===== src/rtl/i2c_cmd_seq.sv =====
`timescale 1ns/1ps
module i2c_cmd_seq #(
  parameter int DIV_W = 8,
  parameter int CNT_W = 9
) (
  input  logic             clk,
  input  logic             rst_n,
  input  logic [DIV_W-1:0] clk_div,
  input  logic             cmd_we,
  input  logic             cmd_go,
  input  logic             cmd_stop,
  input  logic             cmd_wait,
  input  logic             cmd_idx,
  input  logic             cmd_rd,
  input  logic [6:0]       cmd_addr,
  input  logic [7:0]       cmd_index,
  input  logic [CNT_W-1:0] cmd_count,
  input  logic             dat_we,
  input  logic [31:0]      dat_wdata,
  input  logic             dat_re,
  output logic [31:0]      dat_rdata,
  output logic             rdy,
  output logic             go,
  output logic             nack,
  output logic             dat_req,
  output logic             scl_oe,
  output logic             sda_oe,
  input  logic             sda_in
);

  typedef enum logic [3:0] {
    S_IDLE, S_STA, S_RST, S_ADR, S_IDX, S_DAT, S_DWT, S_HLD, S_NST, S_STP
  } st_t;

  st_t              st;
  logic [DIV_W-1:0] divcnt;
  logic [1:0]       ph, bsel;
  logic [3:0]       bitn;
  logic [7:0]       sh;
  logic [31:0]      dreg;
  logic [CNT_W-1:0] rem;
  logic             c_rd, c_stop, c_wait, pre, ackb;
  logic [6:0]       c_addr;
  logic [7:0]       c_index;

  wire active  = st inside {S_STA, S_RST, S_ADR, S_IDX, S_DAT, S_STP};
  wire is_byte = st inside {S_ADR, S_IDX, S_DAT};
  wire tick    = active && (divcnt == clk_div);
  wire last_ph = tick && (ph == 2'd3);
  wire rd_byte = (st == S_DAT) && c_rd;
  wire ack_out = rem != CNT_W'(1);
  wire [1:0] nxt = bsel + 2'd1;

  assign rdy       = st inside {S_IDLE, S_HLD, S_NST};
  assign dat_req   = st == S_DWT;
  assign dat_rdata = dreg;

  wire acc      = cmd_we && cmd_go && rdy && !go && (cmd_count != '0) && (cmd_wait || !cmd_idx);
  wire stop_req = cmd_we && cmd_stop && !cmd_go && (st inside {S_HLD, S_NST, S_DWT});

  always_comb begin
    scl_oe = 1'b0;
    sda_oe = 1'b0;
    case (st)
      S_STA: begin scl_oe = ph == 2'd3; sda_oe = ph[1]; end
      S_RST: begin scl_oe = (ph == 2'd0) || (ph == 2'd3); sda_oe = ph[1]; end
      S_ADR, S_IDX, S_DAT: begin
        scl_oe = (ph == 2'd0) || (ph == 2'd3);
        sda_oe = (bitn == 4'd8) ? (rd_byte && ack_out) : (!rd_byte && !sh[7]);
      end
      S_STP: begin scl_oe = ph == 2'd0; sda_oe = !ph[1]; end
      S_DWT, S_HLD, S_NST: scl_oe = 1'b1;
      default: ;
    endcase
  end

  always_ff @(posedge clk or negedge rst_n) begin
    if (!rst_n) begin
      divcnt <= '0;
      ph     <= '0;
    end else begin
      divcnt <= (!active || tick) ? '0 : divcnt + 1'b1;
      ph     <= !active ? 2'd0 : (tick ? ph + 2'd1 : ph);
    end
  end

  always_ff @(posedge clk or negedge rst_n) begin
    if (!rst_n) begin
      st <= S_IDLE; go <= 1'b0; nack <= 1'b0; bsel <= '0; bitn <= '0;
      sh <= '0; dreg <= '0; rem <= '0; ackb <= 1'b0; pre <= 1'b0;
      c_rd <= 1'b0; c_stop <= 1'b0; c_wait <= 1'b0; c_addr <= '0; c_index <= '0;
    end else begin
      if (dat_we && !active) dreg <= dat_wdata;
      if (acc) begin
        c_rd <= cmd_rd; c_stop <= cmd_stop; c_wait <= cmd_wait;
        c_addr <= cmd_addr; c_index <= cmd_index;
        go <= 1'b1; nack <= 1'b0; pre <= cmd_idx;
        rem <= cmd_count; bsel <= '0; bitn <= '0;
        st <= (st == S_IDLE) ? S_STA : S_RST;
      end else if (stop_req) begin
        st <= S_STP;
      end else begin
        case (st)
          S_STA, S_RST:
            if (last_ph) begin
              st <= S_ADR; sh <= {c_addr, c_rd && !pre}; bitn <= '0;
            end
          S_ADR, S_IDX, S_DAT: begin
            if (tick && ph == 2'd2) begin
              if (bitn == 4'd8) ackb <= sda_in;
              else if (rd_byte) sh <= {sh[6:0], sda_in};
            end
            if (last_ph) begin
              if (bitn != 4'd8) begin
                bitn <= bitn + 4'd1;
                if (!rd_byte) sh <= {sh[6:0], 1'b0};
              end else begin
                bitn <= '0;
                if (st == S_ADR) begin
                  if (ackb) begin nack <= 1'b1; go <= 1'b0; st <= S_NST; end
                  else if (pre) begin st <= S_IDX; sh <= c_index; end
                  else begin st <= S_DAT; sh <= dreg[7:0]; end
                end else if (st == S_IDX) begin
                  if (ackb) begin nack <= 1'b1; go <= 1'b0; st <= S_NST; end
                  else begin pre <= 1'b0; st <= S_RST; end
                end else begin
                  if (c_rd) dreg[{bsel, 3'b000} +: 8] <= sh;
                  rem  <= rem - 1'b1;
                  bsel <= nxt;
                  if (!c_rd && ackb) begin
                    nack <= 1'b1; go <= 1'b0; st <= S_NST;
                  end else if (rem == CNT_W'(1)) begin
                    if (c_stop || !c_wait) st <= S_STP;
                    else begin st <= S_HLD; go <= 1'b0; end
                  end else if (bsel == 2'd3) st <= S_DWT;
                  else sh <= dreg[{nxt, 3'b000} +: 8];
                end
              end
            end
          end
          S_DWT:
            if (c_rd ? dat_re : dat_we) begin
              st <= S_DAT; bitn <= '0;
              if (!c_rd) sh <= dat_wdata[7:0];
            end
          S_STP:
            if (last_ph) begin st <= S_IDLE; go <= 1'b0; end
          default: ;
        endcase
      end
    end
  end

  AST_GO_NOT_RDY: assert property (@(posedge clk) disable iff (!rst_n)
    go |-> !rdy);
  AST_GO_ACCEPT: assert property (@(posedge clk) disable iff (!rst_n)
    $rose(go) |-> ($past(rdy) && $past(cmd_we) && $past(cmd_go)));
  AST_SDA_SCL_LOW: assert property (@(posedge clk) disable iff (!rst_n)
    (is_byte && $past(is_byte) && (sda_oe != $past(sda_oe))) |-> (scl_oe && $past(scl_oe)));
  AST_IDX_WAIT: assert property (@(posedge clk) disable iff (!rst_n)
    pre |-> c_wait);
  AST_HOLD_CMD: assert property (@(posedge clk) disable iff (!rst_n)
    (st == S_HLD) |-> (c_wait && !c_stop));
  AST_REM_LIVE: assert property (@(posedge clk) disable iff (!rst_n)
    (st == S_DAT) |-> (rem != '0));
  AST_DREQ_BUSY: assert property (@(posedge clk) disable iff (!rst_n)
    dat_req |-> go);
  AST_NACK_PAUSE: assert property (@(posedge clk) disable iff (!rst_n)
    $rose(nack) |-> (st == S_NST));

endmodule


===== config.mk =====
export PLATFORM = sky130hd
export DESIGN_NAME = i2c_cmd_seq
export DESIGN_NICKNAME = d
export VERILOG_FILES = /design/src/rtl/i2c_cmd_seq.sv
export SDC_FILE = /design/constraint.sdc
export NUM_CORES = 1
export LEC_CHECK = 0
export BUFFER_PORTS_ARGS = -buffer_cell sky130_fd_sc_hd__buf_2
export CAP_MARGIN = 10
export CELL_PAD_IN_SITES_DETAIL_PLACEMENT = 0
export CELL_PAD_IN_SITES_GLOBAL_PLACEMENT = 2
export CORE_UTILIZATION = 30
export CTS_CLUSTER_DIAMETER = 30
export DETAILED_ROUTE_END_ITERATION = 8
export PLACE_DENSITY_LB_ADDON = 0.1
export SLEW_MARGIN = 10
export SYNTH_ARGS = -nofsm -noshare
export SYNTH_HDL_FRONTEND = slang
export SYNTH_SLANG_ARGS = --single-unit

===== constraint.sdc =====
create_clock -name clk -period 3 [get_ports clk]
set_input_delay 0.6 -clock clk [delete_from_list [all_inputs] [get_ports clk]]
set_output_delay 0.6 -clock clk [all_outputs]
set_load 0.02 [all_outputs]

After elaboration in Yosys (flattened, before gate mapping)
Index checks and enable logic that the tools add are counted.
{"block": "op_classes", "n_eq_ne": 39, "bitwise_logic": 2, "addsub": 6, "n_mux": 101, "n_shift": 3, "n_reduce_logical": 57}
{"operator": "$mux W32", "n": 9}
{"operator": "$mux W8", "n": 17}
{"operator": "$mux W4", "n": 20}
{"operator": "$mux W9", "n": 7}
{"operator": "$bwmux W32", "n": 1}
{"operator": "$shift A8 B7 Y32 const A", "n": 1}
{"operator": "$shiftx A32 B6 Y8", "n": 1}
{"operator": "$shiftx A8 B7 Y32", "n": 1}
{"operator": "$mux W1", "n": 31}
{"operator": "$pmux W8 S3", "n": 1}
{"operator": "$reduce_and A7 Y1", "n": 3}
{"operator": "$mux W2", "n": 10}
{"operator": "$logic_and A1 B1 Y1", "n": 17}
{"operator": "$eq A4 B3 Y1 const B", "n": 4}
{"operator": "$ne A4 B4 Y1 const B", "n": 4}
{"operator": "$pmux W4 S4", "n": 1}
{"operator": "$reduce_and A5 Y1", "n": 3}
{"operator": "$eq A4 B4 Y1 const B", "n": 3}
{"operator": "$ne A6 B6 Y1 const B", "n": 2}
{"operator": "$pmux W4 S3", "n": 1}
{"operator": "$reduce_and A6 Y1", "n": 2}
{"operator": "$reduce_bool A3 Y1", "n": 4}
{"operator": "$reduce_bool A6 Y1", "n": 2}
{"operator": "$logic_not A1 Y1", "n": 10}
{"operator": "other kinds (30)", "n": 53}
{"block": "word_totals", "input_bits": 75, "out_inout_bits": 38, "regBits": 91}

Longest topological paths before layout
{"block": "logic_depth", "ltp_word": 14, "depth_mapped": 10, "depth_no_buf": 9}

Worst setup path after synthesis
Ideal clock, no wire load.
{"block": "synth_path", "kind": "register to register", "from": "register bsel[0]", "to": "register sh[4]", "path_buffers": 2, "required_ns": 2.874, "setup_time_ns": 0.126, "synth_period_minus_slack_ns": 2.877, "arrival_time_ns": 2.751, "path_stages_with_launch": 9, "setup_slack_ns": 0.123, "cell_sequence": "dfrtp_1 clkbuf_1 inv_1 ha_1 clkbuf_1 mux4_2 o221ai_1 a21oi_1 o32a_1"}
{"block": "synth_via", "elab_chain_len": 10, "word_cells_on_any_way": 11, "cone_classes": "1 x add/sub; 1 x eq/ne; 1 x shift; 8 x mux"}
{"element": "from (decl)", "line_no": "37", "text": "logic [1:0] ph, bsel;"}
{"element": "from (signal assigned)", "line_no": "129", "text": "bsel <= nxt;"}
{"element": "$add A2 B1 Y2", "line_no": "52", "text": "wire [1:0] nxt = bsel + 2'd1;"}
{"element": "$shiftx A32 B6 Y8", "line_no": "136", "text": "else sh <= dreg[{nxt, 3'b000} +: 8];"}
{"element": "$mux W8 (*)", "line_no": "135", "text": "end else if (bsel == 2'd3) st <= S_DWT;"}
{"element": "$mux W8 (*)", "line_no": "132", "text": "end else if (rem == CNT_W'(1)) begin"}
{"element": "$mux W8 (*)", "line_no": "130", "text": "if (!c_rd && ackb) begin"}
{"element": "$mux W8 (*)", "line_no": "123", "text": "end else if (st == S_IDX) begin"}
{"element": "$mux W8 (*)", "line_no": "119", "text": "if (st == S_ADR) begin"}
{"element": "$mux W8 (*)", "line_no": "114", "text": "if (bitn != 4'd8) begin"}
{"element": "$mux W8 (*)", "line_no": "113", "text": "if (last_ph) begin"}
{"element": "$pmux W8 S3 (*)", "line_no": "103", "text": "case (st)"}
{"element": "to (signal assigned)", "line_no": "111", "text": "else if (rd_byte) sh <= {sh[6:0], sda_in};"}
{"element": "to (signal assigned)", "line_no": "116", "text": "if (!rd_byte) sh <= {sh[6:0], 1'b0};"}
{"element": "to (signal assigned)", "line_no": "136"}
{"element": "to (decl)", "line_no": "39", "text": "logic [7:0] sh;"}
Every way passes the cells marked *; elsewhere a longest branch is shown, timed or not.
A chain may end at the register's enable or synchronous reset.

Final worst setup path
{"block": "layout_path", "from": "register rem[3]", "to": "output port sda_oe"}
{"block": "layout_via", "elab_chain_len": 4}
{"element": "from (decl)", "line_no": "41", "text": "logic [CNT_W-1:0] rem;"}
{"element": "from (signal assigned)", "line_no": "128", "text": "rem <= rem - 1'b1;"}
{"element": "$ne A9 B1 Y1", "line_no": "51", "text": "wire ack_out = rem != CNT_W'(1);"}
{"element": "$logic_and A1 B1 Y1", "line_no": "69", "text": "sda_oe = (bitn == 4'd8) ? (rd_byte && ack_out) : (!rd_byte && !sh[7]);"}
{"element": "$mux W1", "line_no": "69"}
{"element": "$pmux W1 S3", "line_no": "64", "text": "case (st)"}
{"element": "to (decl)", "line_no": "27", "text": "output logic sda_oe,"}
Every way passes these cells.

==> flow_summary.toml <==
[synth]
yosysTopAreaCell = "dfrtp_1"
synth_flop_cell = "dfrtp_1"
yosys.cell_types.count = 62
synth_seq_cells = 91
synth_edf_count = 0
postSynthCellCount = 618
synth.area.top_cells = "dfrtp_1, mux2i_1, a21oi_1"
seq_area_frac_synth_pct = 41.2
synth_nets = 707
yosys_warnings = 0
syn_avg_cell_area_sq_um = 8.95
ys_async_sr_fraction_pct = 100
synth_top_area_share_pct = 41.2
syn_area_sq_um = 5530

[global_route]
grt_antenna_before_repair = 0
grt_pass1_vias = 4961
grt_pass1_wl_um = 27900
grt_max_degree = 44
grt_overflow = 0
grt_usage_pct = 19.7

[worst_setup_path]
r2r_start = "st[3]$_DFFE_PN0P_"
crit_required_ps = 2400
cp.arrival_ps = 2270
worstSetupEndpointType = "primary output"
worst-path-max-fanout = 4
worstSetupStartpointType = "register"
rrSetupSlack_ps = 280
timing.rr.end = "sh[3]$_DFFE_PN0P_"
critical_path_class = "register to primary output"
r2r_cells = 8

[routing]
routed_via_density = 5.24
drt-pass1-iter-count = 5
first_iter_violations = 333
routed_wl_um = 17900
antenna_left = 0
drc = 0
vias = 5122
wl_per_cell_um = 18.3

[clocking]
clk_pin_slew_ps = 70
cts_tree = "built"
clk_latency_ps = 350
clockRootBuffer = "clkbuf_16"
h-tree-depth = 3
cts_sinks = 91
cts.path.max_buffers = 2
cts_buffers = 9
cts_hold_buffers = 0

[placement]
dp_hpwl_um = 13600
gp_congestion = 0.781
placed_cell_area_sq_um = 6530
numPortBuffers = 112
place_ws_ps = 129

[layout]
final_core_util_pct = 38.5
stdcell_area_sq_um = 6940
diodes = 0
synthToLayoutAreaGrowth_pct = 25.5
layout.cells.most_common = "buf_2"
fin_nets = 833
most-common-layout-cells = "buf_2, nand2_1, dfrtp_1"
layout-drive-gt1-share_pct = 24.8

[floorplan]
io_pins = 113
die_area_sq_um = 19000
die_w_um = 138
placeableCoreArea_sq_um = 18000
placementRows = 49
initial_core_util_pct = 30.7
die_height_um = 138

[pwr]
pwr-share-seq_pct = 32.2
switching_power_mw = 3.14
pwr-share-comb_pct = 48.0
p_leak_nw = 3.33
finalPower_mw = 7.23
netSwitchingFraction_pct = 43.4
p_int_mw = 4.09
ir_worst_vdd_uv = 411
p_clk_share_pct = 19.8
cellPowerDensity_nw_per_um2 = 1040

[timing]
finalCriticalPeriod_ps = 2870
relSlewSlack_pct = 54.6
whs_ps = 255
clock.fmax_mhz = 348
tightest_slew_ps = 676
finClkSkew_ps = 12.7
setup_viol = 0
drv_slew = 0
period_share_pct = 95.7
fin_ws_ps = 129
hold_viol_final = 0

[outcome]
status = "finished, final reports clean"

[min_path]
hold_class = "input pin to async pin"

[run]
max_cap_viol_count = 0
layout make-up:
type	count	area, sq um
inverters	19	71.3
well taps	229	287
multi-input cells	478	3110
flip-flops and latches	91	2280
fillers	1860	11100
clock buffers	9	225
clock inverters	7	146
repair buffers	145	823
stage by stage:
stage	TNS [ps]	std cells
after floorplan	0	618
after global placement	0	962
after detailed placement	0	962
after CTS	0	978
after global routing	-15.1	978
final	0	978
power groups by stage:
stage / registers [mW] / logic [mW] / clock network (mW)
global route: 2.41 / 3.82 / 1.51
floorplan: 2.39 / 2.13 / 0
detailed placement: 2.34 / 3.46 / 0
finish: 2.33 / 3.47 / 1.43
CTS: 2.31 / 3.47 / 1.47
global placement: 2.32 / 3.42 / 0
worst max path at each step:
| stage | start | end | depth (start not counted) |
|---|---|---|---|
| floorplan | bsel[0]$_DFFE_PN0P_ | sh[4]$_DFFE_PN0P_ | 8 |
| global placement | clk_div[4] | dat_rdata[22]$_DFF_PN0_ | 9 |
| detailed placement | clk_div[7] | dat_rdata[22]$_DFF_PN0_ | 9 |
| CTS | st[3]$_DFFE_PN0P_ | sda_oe | 8 |
| global route | rem[3]$_DFFE_PN0P_ | sda_oe | 8 |
| finish | rem[3]$_DFFE_PN0P_ | sda_oe | 8 |
synthesized netlist by cell type, drive strengths merged (2+ instances only):
master	instances
nand2	102
dfrtp	91
a21oi	82
mux2i	45
nor2	38
nand3	33
o21ai	30
clkbuf	26
inv	18
ha	14
a31oi	12
xnor2	12
xor2	12
mux4	8
nor3	8
o221ai	7
o32a	7
nor4	6
and3	5
buf	4
nor3b	4
o211ai	4
nand2b	3
nand4	3
o21a	3
a211oi	2
a21o	2
and2b	2
mux2	2
nand4b	2
nor2b	2
o2111ai	2
o311ai	2
o31ai	2
layer usage:
| layer | routed length, um | global-route usage (%) | share of wire [%] | vias up |
|---|---|---|---|---|
| li1 | - | - | - | 2495 |
| met3 | 782 | 2.98 | 4.4 | 15 |
| met2 | 7960 | 30.2 | 45 | 141 |
| met1 | 8880 | 28.1 | 50 | 2471 |
| met5 | 0 | 0 | 0 | - |
| met4 | 236 | 6.28 | 1.3 | 0 |
worst max-delay path, stage by stage (launching register included):
cell       delay (ps)
dfrtp_1           440
nor4_4            310
and4b_1           270
inv_1              80
a31oi_2           210
a2bb2oi_1         200
o22a_1            150
o32ai_1            80
buf_2             170
logic make-up after synthesis:
| group | after synthesis | share of synthesized area, % |
|---|---|---|
| simple gates | 216 | 18.1 |
| compound gates | 168 | 18.4 |
| flops | 91 | 41.2 |
| mux | 55 | 11.8 |
| buf+inv | 49 | 3.37 |
| xor+xnor | 24 | 3.80 |
| fa+ha+maj | 15 | 3.35 |
sequential cells by signal (all words and copies together), names as in the netlist:
signal,flops
bitn,4
st,4
rem,9
c_wait,1
divcnt,8
ackb,1
ph,2
nack,1
c_addr,7
pre,1
c_stop,1
c_index,8
go,1
sh,8
bsel,2
c_rd,1
dat_rdata,32
timing repair:
action                     CTS  global route
setup endpoints to repair    0             3
buffers inserted             0             0
resized for setup            0             8
Note: power is estimated with default switching activity, not from simulation.
